<file path="config.mk">
export PLATFORM = sky130hd
export DESIGN_NAME = sar_switch_ctrl
export DESIGN_NICKNAME = d
export VERILOG_FILES = /design/src/rtl/sar_seq_pkg.sv /design/src/rtl/sar_phase_seq.sv /design/src/rtl/sar_bit_engine.sv /design/src/rtl/sar_switch_map.sv /design/src/rtl/sar_switch_ctrl.sv
export SDC_FILE = /design/constraint.sdc
export NUM_CORES = 1
export LEC_CHECK = 0
export ABC_AREA = 1
export BUFFER_PORTS_ARGS = -buffer_cell sky130_fd_sc_hd__buf_2
export CORE_MARGIN = 2
export CORE_UTILIZATION = 34
export CTS_CLUSTER_SIZE = 25
export DETAILED_ROUTE_END_ITERATION = 8
export SLEW_MARGIN = 20
export SYNTH_ARGS = -nofsm -noshare
export SYNTH_HDL_FRONTEND = slang
export SYNTH_HIERARCHICAL = 1
export SYNTH_SLANG_ARGS = --single-unit
</file>
<file path="constraint.sdc">
create_clock -name clk -period 2.85 [get_ports clk]
set_input_delay 0.4275 -clock clk [delete_from_list [all_inputs] [get_ports clk]]
set_output_delay 0.4275 -clock clk [all_outputs]
set_load 0.02 [all_outputs]
</file>
<file path="src/rtl/sar_seq_pkg.sv">
package sar_seq_pkg;

    typedef enum logic [2:0] {
        PH_SHORT = 3'd0,
        PH_ARST  = 3'd1,
        PH_ACQ   = 3'd2,
        PH_REL   = 3'd3,
        PH_CONV  = 3'd4
    } phase_e;

    typedef enum logic [1:0] {
        SW_GND = 2'd0,
        SW_AIN = 2'd1,
        SW_REF = 2'd2
    } inpos_e;

    typedef struct packed {
        logic   short_on;
        inpos_e pos;
        inpos_e neg;
    } front_t;

    function automatic logic is_sampling(input phase_e p);
        return (p == PH_SHORT) || (p == PH_ARST) || (p == PH_ACQ);
    endfunction

    function automatic logic on_input(input phase_e p);
        return (p == PH_ACQ) || (p == PH_REL);
    endfunction

endpackage

</file>
<file path="src/rtl/sar_phase_seq.sv">
module sar_phase_seq
    import sar_seq_pkg::*;
#(
    parameter int N_BITS    = 16,
    parameter int CNT_W     = 8,
    parameter int SHORT_CYC = 4,
    parameter int RESET_CYC = 4,
    parameter int ACQ_CYC   = 16,
    parameter int REL_CYC   = 2,
    localparam int IDX_W    = $clog2(N_BITS)
) (
    input  logic             clk,
    input  logic             rst,
    input  logic             start_i,
    output phase_e           phase_o,
    output logic [IDX_W-1:0] bit_idx_o
);

    localparam logic [CNT_W-1:0] SHORT_LIM = CNT_W'(SHORT_CYC - 1);
    localparam logic [CNT_W-1:0] ARST_LIM  = CNT_W'(RESET_CYC - 1);
    localparam logic [CNT_W-1:0] ACQ_LIM   = CNT_W'(ACQ_CYC - 1);
    localparam logic [CNT_W-1:0] REL_LIM   = CNT_W'(REL_CYC - 1);
    localparam logic [IDX_W-1:0] LAST_IDX  = IDX_W'(N_BITS - 1);

    phase_e           phase_q, phase_d;
    logic [CNT_W-1:0] cnt_q;
    logic [CNT_W-1:0] lim;
    logic             lim_hit;
    logic [IDX_W-1:0] idx_q;
    logic             pend_q;

    always_comb begin
        unique case (phase_q)
            PH_SHORT: lim = SHORT_LIM;
            PH_ARST:  lim = ARST_LIM;
            PH_ACQ:   lim = ACQ_LIM;
            PH_REL:   lim = REL_LIM;
            default:  lim = '0;
        endcase
    end

    assign lim_hit = (cnt_q >= lim);

    always_comb begin
        phase_d = phase_q;
        unique case (phase_q)
            PH_SHORT: if (lim_hit) phase_d = PH_ARST;
            PH_ARST:  if (lim_hit) phase_d = PH_ACQ;
            PH_ACQ:   if (lim_hit && (pend_q || start_i)) phase_d = PH_REL;
            PH_REL:   if (lim_hit) phase_d = PH_CONV;
            PH_CONV:  if (idx_q == LAST_IDX) phase_d = PH_SHORT;
            default:  phase_d = PH_SHORT;
        endcase
    end

    always_ff @(posedge clk) begin
        if (rst) begin
            phase_q <= PH_SHORT;
            cnt_q   <= '0;
            idx_q   <= '0;
            pend_q  <= 1'b0;
        end else begin
            phase_q <= phase_d;
            if (phase_d != phase_q) begin
                cnt_q <= '0;
            end else if (!lim_hit) begin
                cnt_q <= cnt_q + 1'b1;
            end
            if (phase_q == PH_CONV && phase_d == PH_CONV) begin
                idx_q <= idx_q + 1'b1;
            end else begin
                idx_q <= '0;
            end
            if (phase_q == PH_ACQ && phase_d != PH_ACQ) begin
                pend_q <= 1'b0;
            end else if (is_sampling(phase_q) && start_i) begin
                pend_q <= 1'b1;
            end
        end
    end

    assign phase_o   = phase_q;
    assign bit_idx_o = idx_q;


    acq_after_arst_chk: assert property (@(posedge clk) disable iff (rst)
        (phase_q == PH_ACQ && $past(phase_q) != PH_ACQ) |-> $past(phase_q) == PH_ARST);


    acq_min_chk: assert property (@(posedge clk) disable iff (rst)
        (phase_q == PH_ACQ) |=> (phase_q == PH_ACQ || $past(cnt_q) == ACQ_LIM));


    rel_after_acq_chk: assert property (@(posedge clk) disable iff (rst)
        (phase_q == PH_REL && $past(phase_q) != PH_REL) |-> $past(phase_q) == PH_ACQ);


    no_pend_busy_chk: assert property (@(posedge clk) disable iff (rst)
        (phase_q == PH_REL || phase_q == PH_CONV) |-> !pend_q);

endmodule

</file>
<file path="src/rtl/sar_bit_engine.sv">
module sar_bit_engine
    import sar_seq_pkg::*;
#(
    parameter int N_BITS = 16,
    localparam int IDX_W = $clog2(N_BITS),
    localparam int ARR_W = N_BITS - 1
) (
    input  logic              clk,
    input  logic              rst,
    input  phase_e            phase_i,
    input  logic [IDX_W-1:0]  bit_idx_i,
    input  logic              cmp_i,
    output logic [ARR_W-1:0]  arr_q_o,
    output logic              pos_ref_o,
    output logic [N_BITS-1:0] result_o,
    output logic              done_o
);

    localparam logic [IDX_W-1:0] LAST_IDX = IDX_W'(N_BITS - 1);

    logic [ARR_W-1:0]  arr_q;
    logic              pos_ref_q;
    logic [N_BITS-1:0] dec_q;
    logic [N_BITS-1:0] raw_code;
    logic [N_BITS-1:0] result_q;
    logic              done_q;

    assign raw_code = {dec_q[N_BITS-1:1], cmp_i};

    always_ff @(posedge clk) begin
        if (rst) begin
            arr_q     <= '1;
            pos_ref_q <= 1'b0;
            dec_q     <= '0;
            result_q  <= '0;
            done_q    <= 1'b0;
        end else begin
            done_q <= 1'b0;
            unique case (phase_i)
                PH_ARST: arr_q <= '1;
                PH_ACQ, PH_REL: pos_ref_q <= 1'b0;
                PH_CONV: begin
                    for (int b = 0; b < N_BITS; b++) begin
                        if (bit_idx_i == IDX_W'(N_BITS - 1 - b)) dec_q[b] <= cmp_i;
                    end
                    if (bit_idx_i == '0) pos_ref_q <= ~cmp_i;
                    for (int j = 0; j < ARR_W; j++) begin
                        if (bit_idx_i == IDX_W'(N_BITS - 1 - j)) arr_q[j] <= ~cmp_i;
                        if (bit_idx_i == IDX_W'(N_BITS - 2 - j)) arr_q[j] <= 1'b0;
                    end
                    if (bit_idx_i == LAST_IDX) begin
                        result_q <= {~raw_code[N_BITS-1], raw_code[N_BITS-2:0]};
                        done_q   <= 1'b1;
                    end
                end
                default: ;
            endcase
        end
    end

    assign arr_q_o   = arr_q;
    assign pos_ref_o = pos_ref_q;
    assign result_o  = result_q;
    assign done_o    = done_q;


    done_single_chk: assert property (@(posedge clk) disable iff (rst)
        done_q |=> !done_q);


    msb_rule_chk: assert property (@(posedge clk) disable iff (rst)
        (phase_i == PH_CONV && bit_idx_i == '0) |=> (pos_ref_q == !$past(cmp_i)));


    next_bit_ground_chk: assert property (@(posedge clk) disable iff (rst)
        (phase_i == PH_CONV && bit_idx_i == '0) |=> (arr_q[ARR_W-1] == 1'b0));

endmodule

</file>
<file path="src/rtl/sar_switch_map.sv">
module sar_switch_map
    import sar_seq_pkg::*;
#(
    parameter int N_BITS = 16,
    localparam int ARR_W = N_BITS - 1
) (
    input  phase_e           phase_i,
    input  logic             pos_ref_i,
    input  logic [ARR_W-1:0] arr_q_i,
    output front_t           front_o,
    output logic [ARR_W-1:0] arr_o
);

    always_comb begin
        front_o.short_on = is_sampling(phase_i);
        if (on_input(phase_i)) begin
            front_o.pos = SW_AIN;
            front_o.neg = SW_AIN;
        end else begin
            front_o.pos = pos_ref_i ? SW_REF : SW_GND;
            front_o.neg = SW_GND;
        end
        arr_o = (phase_i == PH_ARST) ? '1 : arr_q_i;
    end

endmodule

</file>
<file path="src/rtl/sar_switch_ctrl.sv">
module sar_switch_ctrl
    import sar_seq_pkg::*;
#(
    parameter int N_BITS    = 16,
    parameter int CNT_W     = 8,
    parameter int SHORT_CYC = 4,
    parameter int RESET_CYC = 4,
    parameter int ACQ_CYC   = 16,
    parameter int REL_CYC   = 2
) (
    input  logic              clk,
    input  logic              rst,
    input  logic              start_i,
    input  logic              cmp_i,
    output logic              short_mid_o,
    output logic [1:0]        pos_sel_o,
    output logic [1:0]        neg_sel_o,
    output logic [N_BITS-2:0] arr_ref_o,
    output logic [N_BITS-1:0] result_o,
    output logic              done_o
);

    localparam int IDX_W = $clog2(N_BITS);
    localparam int ARR_W = N_BITS - 1;

    phase_e           phase;
    logic [IDX_W-1:0] bit_idx;
    logic [ARR_W-1:0] arr_q;
    logic             pos_ref;
    front_t           front;

    sar_phase_seq #(
        .N_BITS(N_BITS), .CNT_W(CNT_W), .SHORT_CYC(SHORT_CYC),
        .RESET_CYC(RESET_CYC), .ACQ_CYC(ACQ_CYC), .REL_CYC(REL_CYC)
    ) seq_i (
        .clk(clk), .rst(rst), .start_i(start_i),
        .phase_o(phase), .bit_idx_o(bit_idx)
    );

    sar_bit_engine #(.N_BITS(N_BITS)) eng_i (
        .clk(clk), .rst(rst), .phase_i(phase), .bit_idx_i(bit_idx),
        .cmp_i(cmp_i), .arr_q_o(arr_q), .pos_ref_o(pos_ref),
        .result_o(result_o), .done_o(done_o)
    );

    sar_switch_map #(.N_BITS(N_BITS)) map_i (
        .phase_i(phase), .pos_ref_i(pos_ref), .arr_q_i(arr_q),
        .front_o(front), .arr_o(arr_ref_o)
    );

    assign short_mid_o = front.short_on;
    assign pos_sel_o   = front.pos;
    assign neg_sel_o   = front.neg;


    release_order_chk: assert property (@(posedge clk) disable iff (rst)
        (!short_mid_o && $past(short_mid_o)) |-> (pos_sel_o == SW_AIN && neg_sel_o == SW_AIN));


    neg_ground_conv_chk: assert property (@(posedge clk) disable iff (rst)
        (!short_mid_o && pos_sel_o != SW_AIN) |-> (neg_sel_o == SW_GND));


    done_in_sampling_chk: assert property (@(posedge clk) disable iff (rst)
        done_o |-> (short_mid_o && pos_sel_o != SW_AIN));

endmodule

</file>
==> impl_results.md <==
- Vias/cell: 4.63
- First drt pass iteration count: 5
- Fin Setup TNS: 0 ns
- Vias: 3020
- Fin crit period: 2.25 ns
- Sequence of cells on the critical path: inv_1, nor2_1, nand2_1, ha_1, nand2_1, nand3_1, nor2_4, nand2_4, nand2_1, nand3_1, nand2_2, nor3_2
- Slowest cell on the critical path: dfxtp_1
- Reg-to-reg setup timing slack: 0.60 ns
- Unrepaired setup endpoints after global routing: false
- # port buffers: 39
- Avg WL per Cell: 11.7 µm
- Hpwl dp: 5570 µm
- Max incr delay on CP: 0.47 ns
- Top Ports: 41
- Worst path top cell family by delay: simple AND/OR/NAND/NOR gates
- Peak supply drop: 0.000266 V
- Synth cell types: 31
- Crit path DAT: 2.48 ns
- Worst relative slew slack: 61.4%
- CP Launch Point: seq_i/phase_o[1]
- Die W: 103 µm
- Routability cong.: 0.861
- MaxCap Viol Count: 0
- Synthesis-to-layout area growth: 15.0%
- Hold WC Path Type: reg -> reg
- DRT iter0 DRCs: 108
- Register area share after synthesis: 38.8%
- Crit end category: flip-flop
- Lkg Pwr: 1.90 nW
- Gr ovfl total: 0
- Overall Power: 0.00286 W
- Starting Density: 35.4%
- Placed cell area: 3570 µm²
- Area contributors post-synth: dfxtp_1 39%, nand2_1 12%, nor2_1 9.5%, nand3_1 6.4%, inv_1 4.5%
- Fin crit share: 78.9%
- Crit-path max FO: 13
- First-pass GRT wire length: 12900 µm
- Yosys warning count: 6
- Rows: 35
- Drt drc: 0
- Max Clk Rate: 445 MHz
- Root Buffer: clkbuf_8
- Status: finished clean
- Worst path depth: 12
- Largest net degree at the start of global routing: 29
- Setup Skew: 0.0148 ns
- Post-Layout Inst Area: 3800 µm²
- Hold Vio Cnt, Final: 0
- Seq cells post-synth: 64
- Final slew viol count: 0
- CP Class: reg -> reg
- Initial antenna violation count: 0
- Syn_area_per_cell: 6.86 µm²
- Clock latency on the worst-skew pair: 0.34 ns
- Synth top area share: 38.8%
- Core area: 9330 µm²
- Ant diodes: 0
- Mapped cell area: 3300 µm²
- Setup bufs post-CTS: 0
- Num CTS Buffers: 9
- Cells after DPL: 636
- Clk sinks: 64
- Layout net count: 528
- Hold WS: 0.448 ns
- CP dominant cell by count: nand2_1
- CTS Buffer Depth: 2
- Crit path buf inv count: 1
- Final ANT Viol Nets: 0
- H-Tree Depth: 3
- Post-synthesis net count: 492
- Worst flop-to-flop path endpoint: seq_i/cnt_q[5]
- PD cells: 753 nW/µm²
- CP Data Required Time: 3.08 ns
- Worst Max-Slew Pin Slew: 0.577 ns
- GRT Resource Usage Total: 15.5%
- Die span in y: 103 µm
- Synthesized netlist cell count: 482
- Reg2reg start: seq_i/phase_o[1]
- CTS tree: done
- Vias in the first global route: 2803
- Worst reg-to-reg path cell count: 12
- CTS clk-pin slew, worst paths: 0.07 ns
- Layout cells sized above 1: 20.5%
- Die area: 10500 µm²
- Synth area leader: dfxtp_1
- CP endpoint: seq_i/cnt_q[5]
- Hold_buf cts: 0
- Critical path startpoint category: flip-flop
- Endpoints failing setup: 0
- Post-route insts no fill: 652
- CTS resizes: 0
- DRT Wirelength: 7620 µm
## final cells by class
type	count	area, µm²
clock buffer	10	138
fill	997	5530
clock inverter	6	91.3
multi-input combinational	345	1690
inverter	54	205
tap	129	161
sequential	64	1280
timing repair buffer	44	233
## state kept, by name (all words and copies together) (netlist names)
signal	flops
eng_i/result_o	16
eng_i/arr_q_o	15
eng_i/dec_q	15
seq_i/cnt_q	8
seq_i/bit_idx_o	4
seq_i/phase_o	3
eng_i/done_o	1
eng_i/pos_ref_o	1
seq_i/pend_q	1
## layout by cell type, fill, tap and decap left out, types with 6 or more instances in the layout
master      n
nor3_2      8
inv_2      10
o21ai_0    29
a21oi_1    17
nand2_1   109
buf_2      39
dfxtp_1    64
ha_1        6
nand2_2    17
nor2_1     84
clkbuf_8   10
nand3_1    42
nand4_1     9
inv_1      40
## worst min-delay path by stage
stage                          startpoint                  to  slack [ns]  cells past startpoint
after floorplan           eng_i/dec_q[15]  eng_i/result_o[15]        0.40                      1
after global placement     seq_i/cnt_q[5]      seq_i/cnt_q[5]        0.44                      2
after detailed placement   seq_i/cnt_q[5]      seq_i/cnt_q[5]        0.44                      2
after CTS                           cmp_i   eng_i/result_o[0]        0.45                      3
after global routing                cmp_i   eng_i/result_o[0]        0.46                      3
final                      seq_i/cnt_q[5]      seq_i/cnt_q[5]        0.45                      2
## cells by family (layout without fill, tap and decap cells)
kind of cell,Yosys count,after routing,synth area share [%]
flops,64,64,38.8
xor+xnor,4,4,1.06
simple gates,283,283,39.5
buf+inv,73,114,10.1
fa+ha+maj,6,6,2.27
compound gates,51,51,8.22
other cells,1,1,0.113
## synthesized netlist by cell type
master / n
o21bai_2: 2
nor2_2: 3
buf_4: 3
inv_4: 1
xnor2_1: 1
nor2_1: 84
nor2_4: 2
nand2_2: 17
xor2_1: 3
o221ai_1: 1
nor3_2: 8
or2_1: 1
nand3_1: 42
conb_1: 1
buf_6: 5
nor3_1: 2
nor2_8: 1
o21ai_0: 29
clkinv_1: 3
dfxtp_1: 64
nand2_4: 3
nand3b_1: 2
inv_1: 40
nand2_1: 109
o21ai_1: 2
a21oi_1: 17
clkbuf_1: 4
inv_2: 10
ha_1: 6
buf_2: 7
nand4_1: 9
## worst register-to-register path, cell delays in order (launching register included)
cell	delay (ns)
dfxtp_1	0.47
inv_1	0.14
nor2_1	0.15
nand2_1	0.11
ha_1	0.30
nand2_1	0.07
nand3_1	0.10
nor2_4	0.17
nand2_4	0.14
nand2_1	0.11
nand3_1	0.08
nand2_2	0.22
nor3_2	0.06
## per-stage QoR
| step | setup WS [ns] | utilization [%] |
|---|---|---|
| 6_report | 0.601 | 40.7 |
| 5_1_grt | 0.380 | 40.7 |
| 3_3_place_gp | 0.741 | 38.3 |
| 3_5_place_dp | 0.621 | 38.3 |
| 2_1_floorplan | 0.917 | - |
| 4_1_cts | 0.601 | 40.7 |
## power by group
part           internal, W  switching [W]  total [W]  leakage (nW)
clock network     0.000521       0.000370   0.000891         0.117
logic             0.000320       0.000569   0.000888          1.27
registers         0.000998      0.0000835    0.00108         0.518
## routing by layer
layer	wire, µm	global-route usage, %	part of all wire (%)	vias up
met2	3530	24.5	46	47
met1	3670	20.4	48	1365
li1	-	-	-	1598
met4	124	7.08	1.6	0
met3	299	2.78	3.9	10
met5	0	0	0	-
Note: power is estimated with default switching activity, not from simulation.
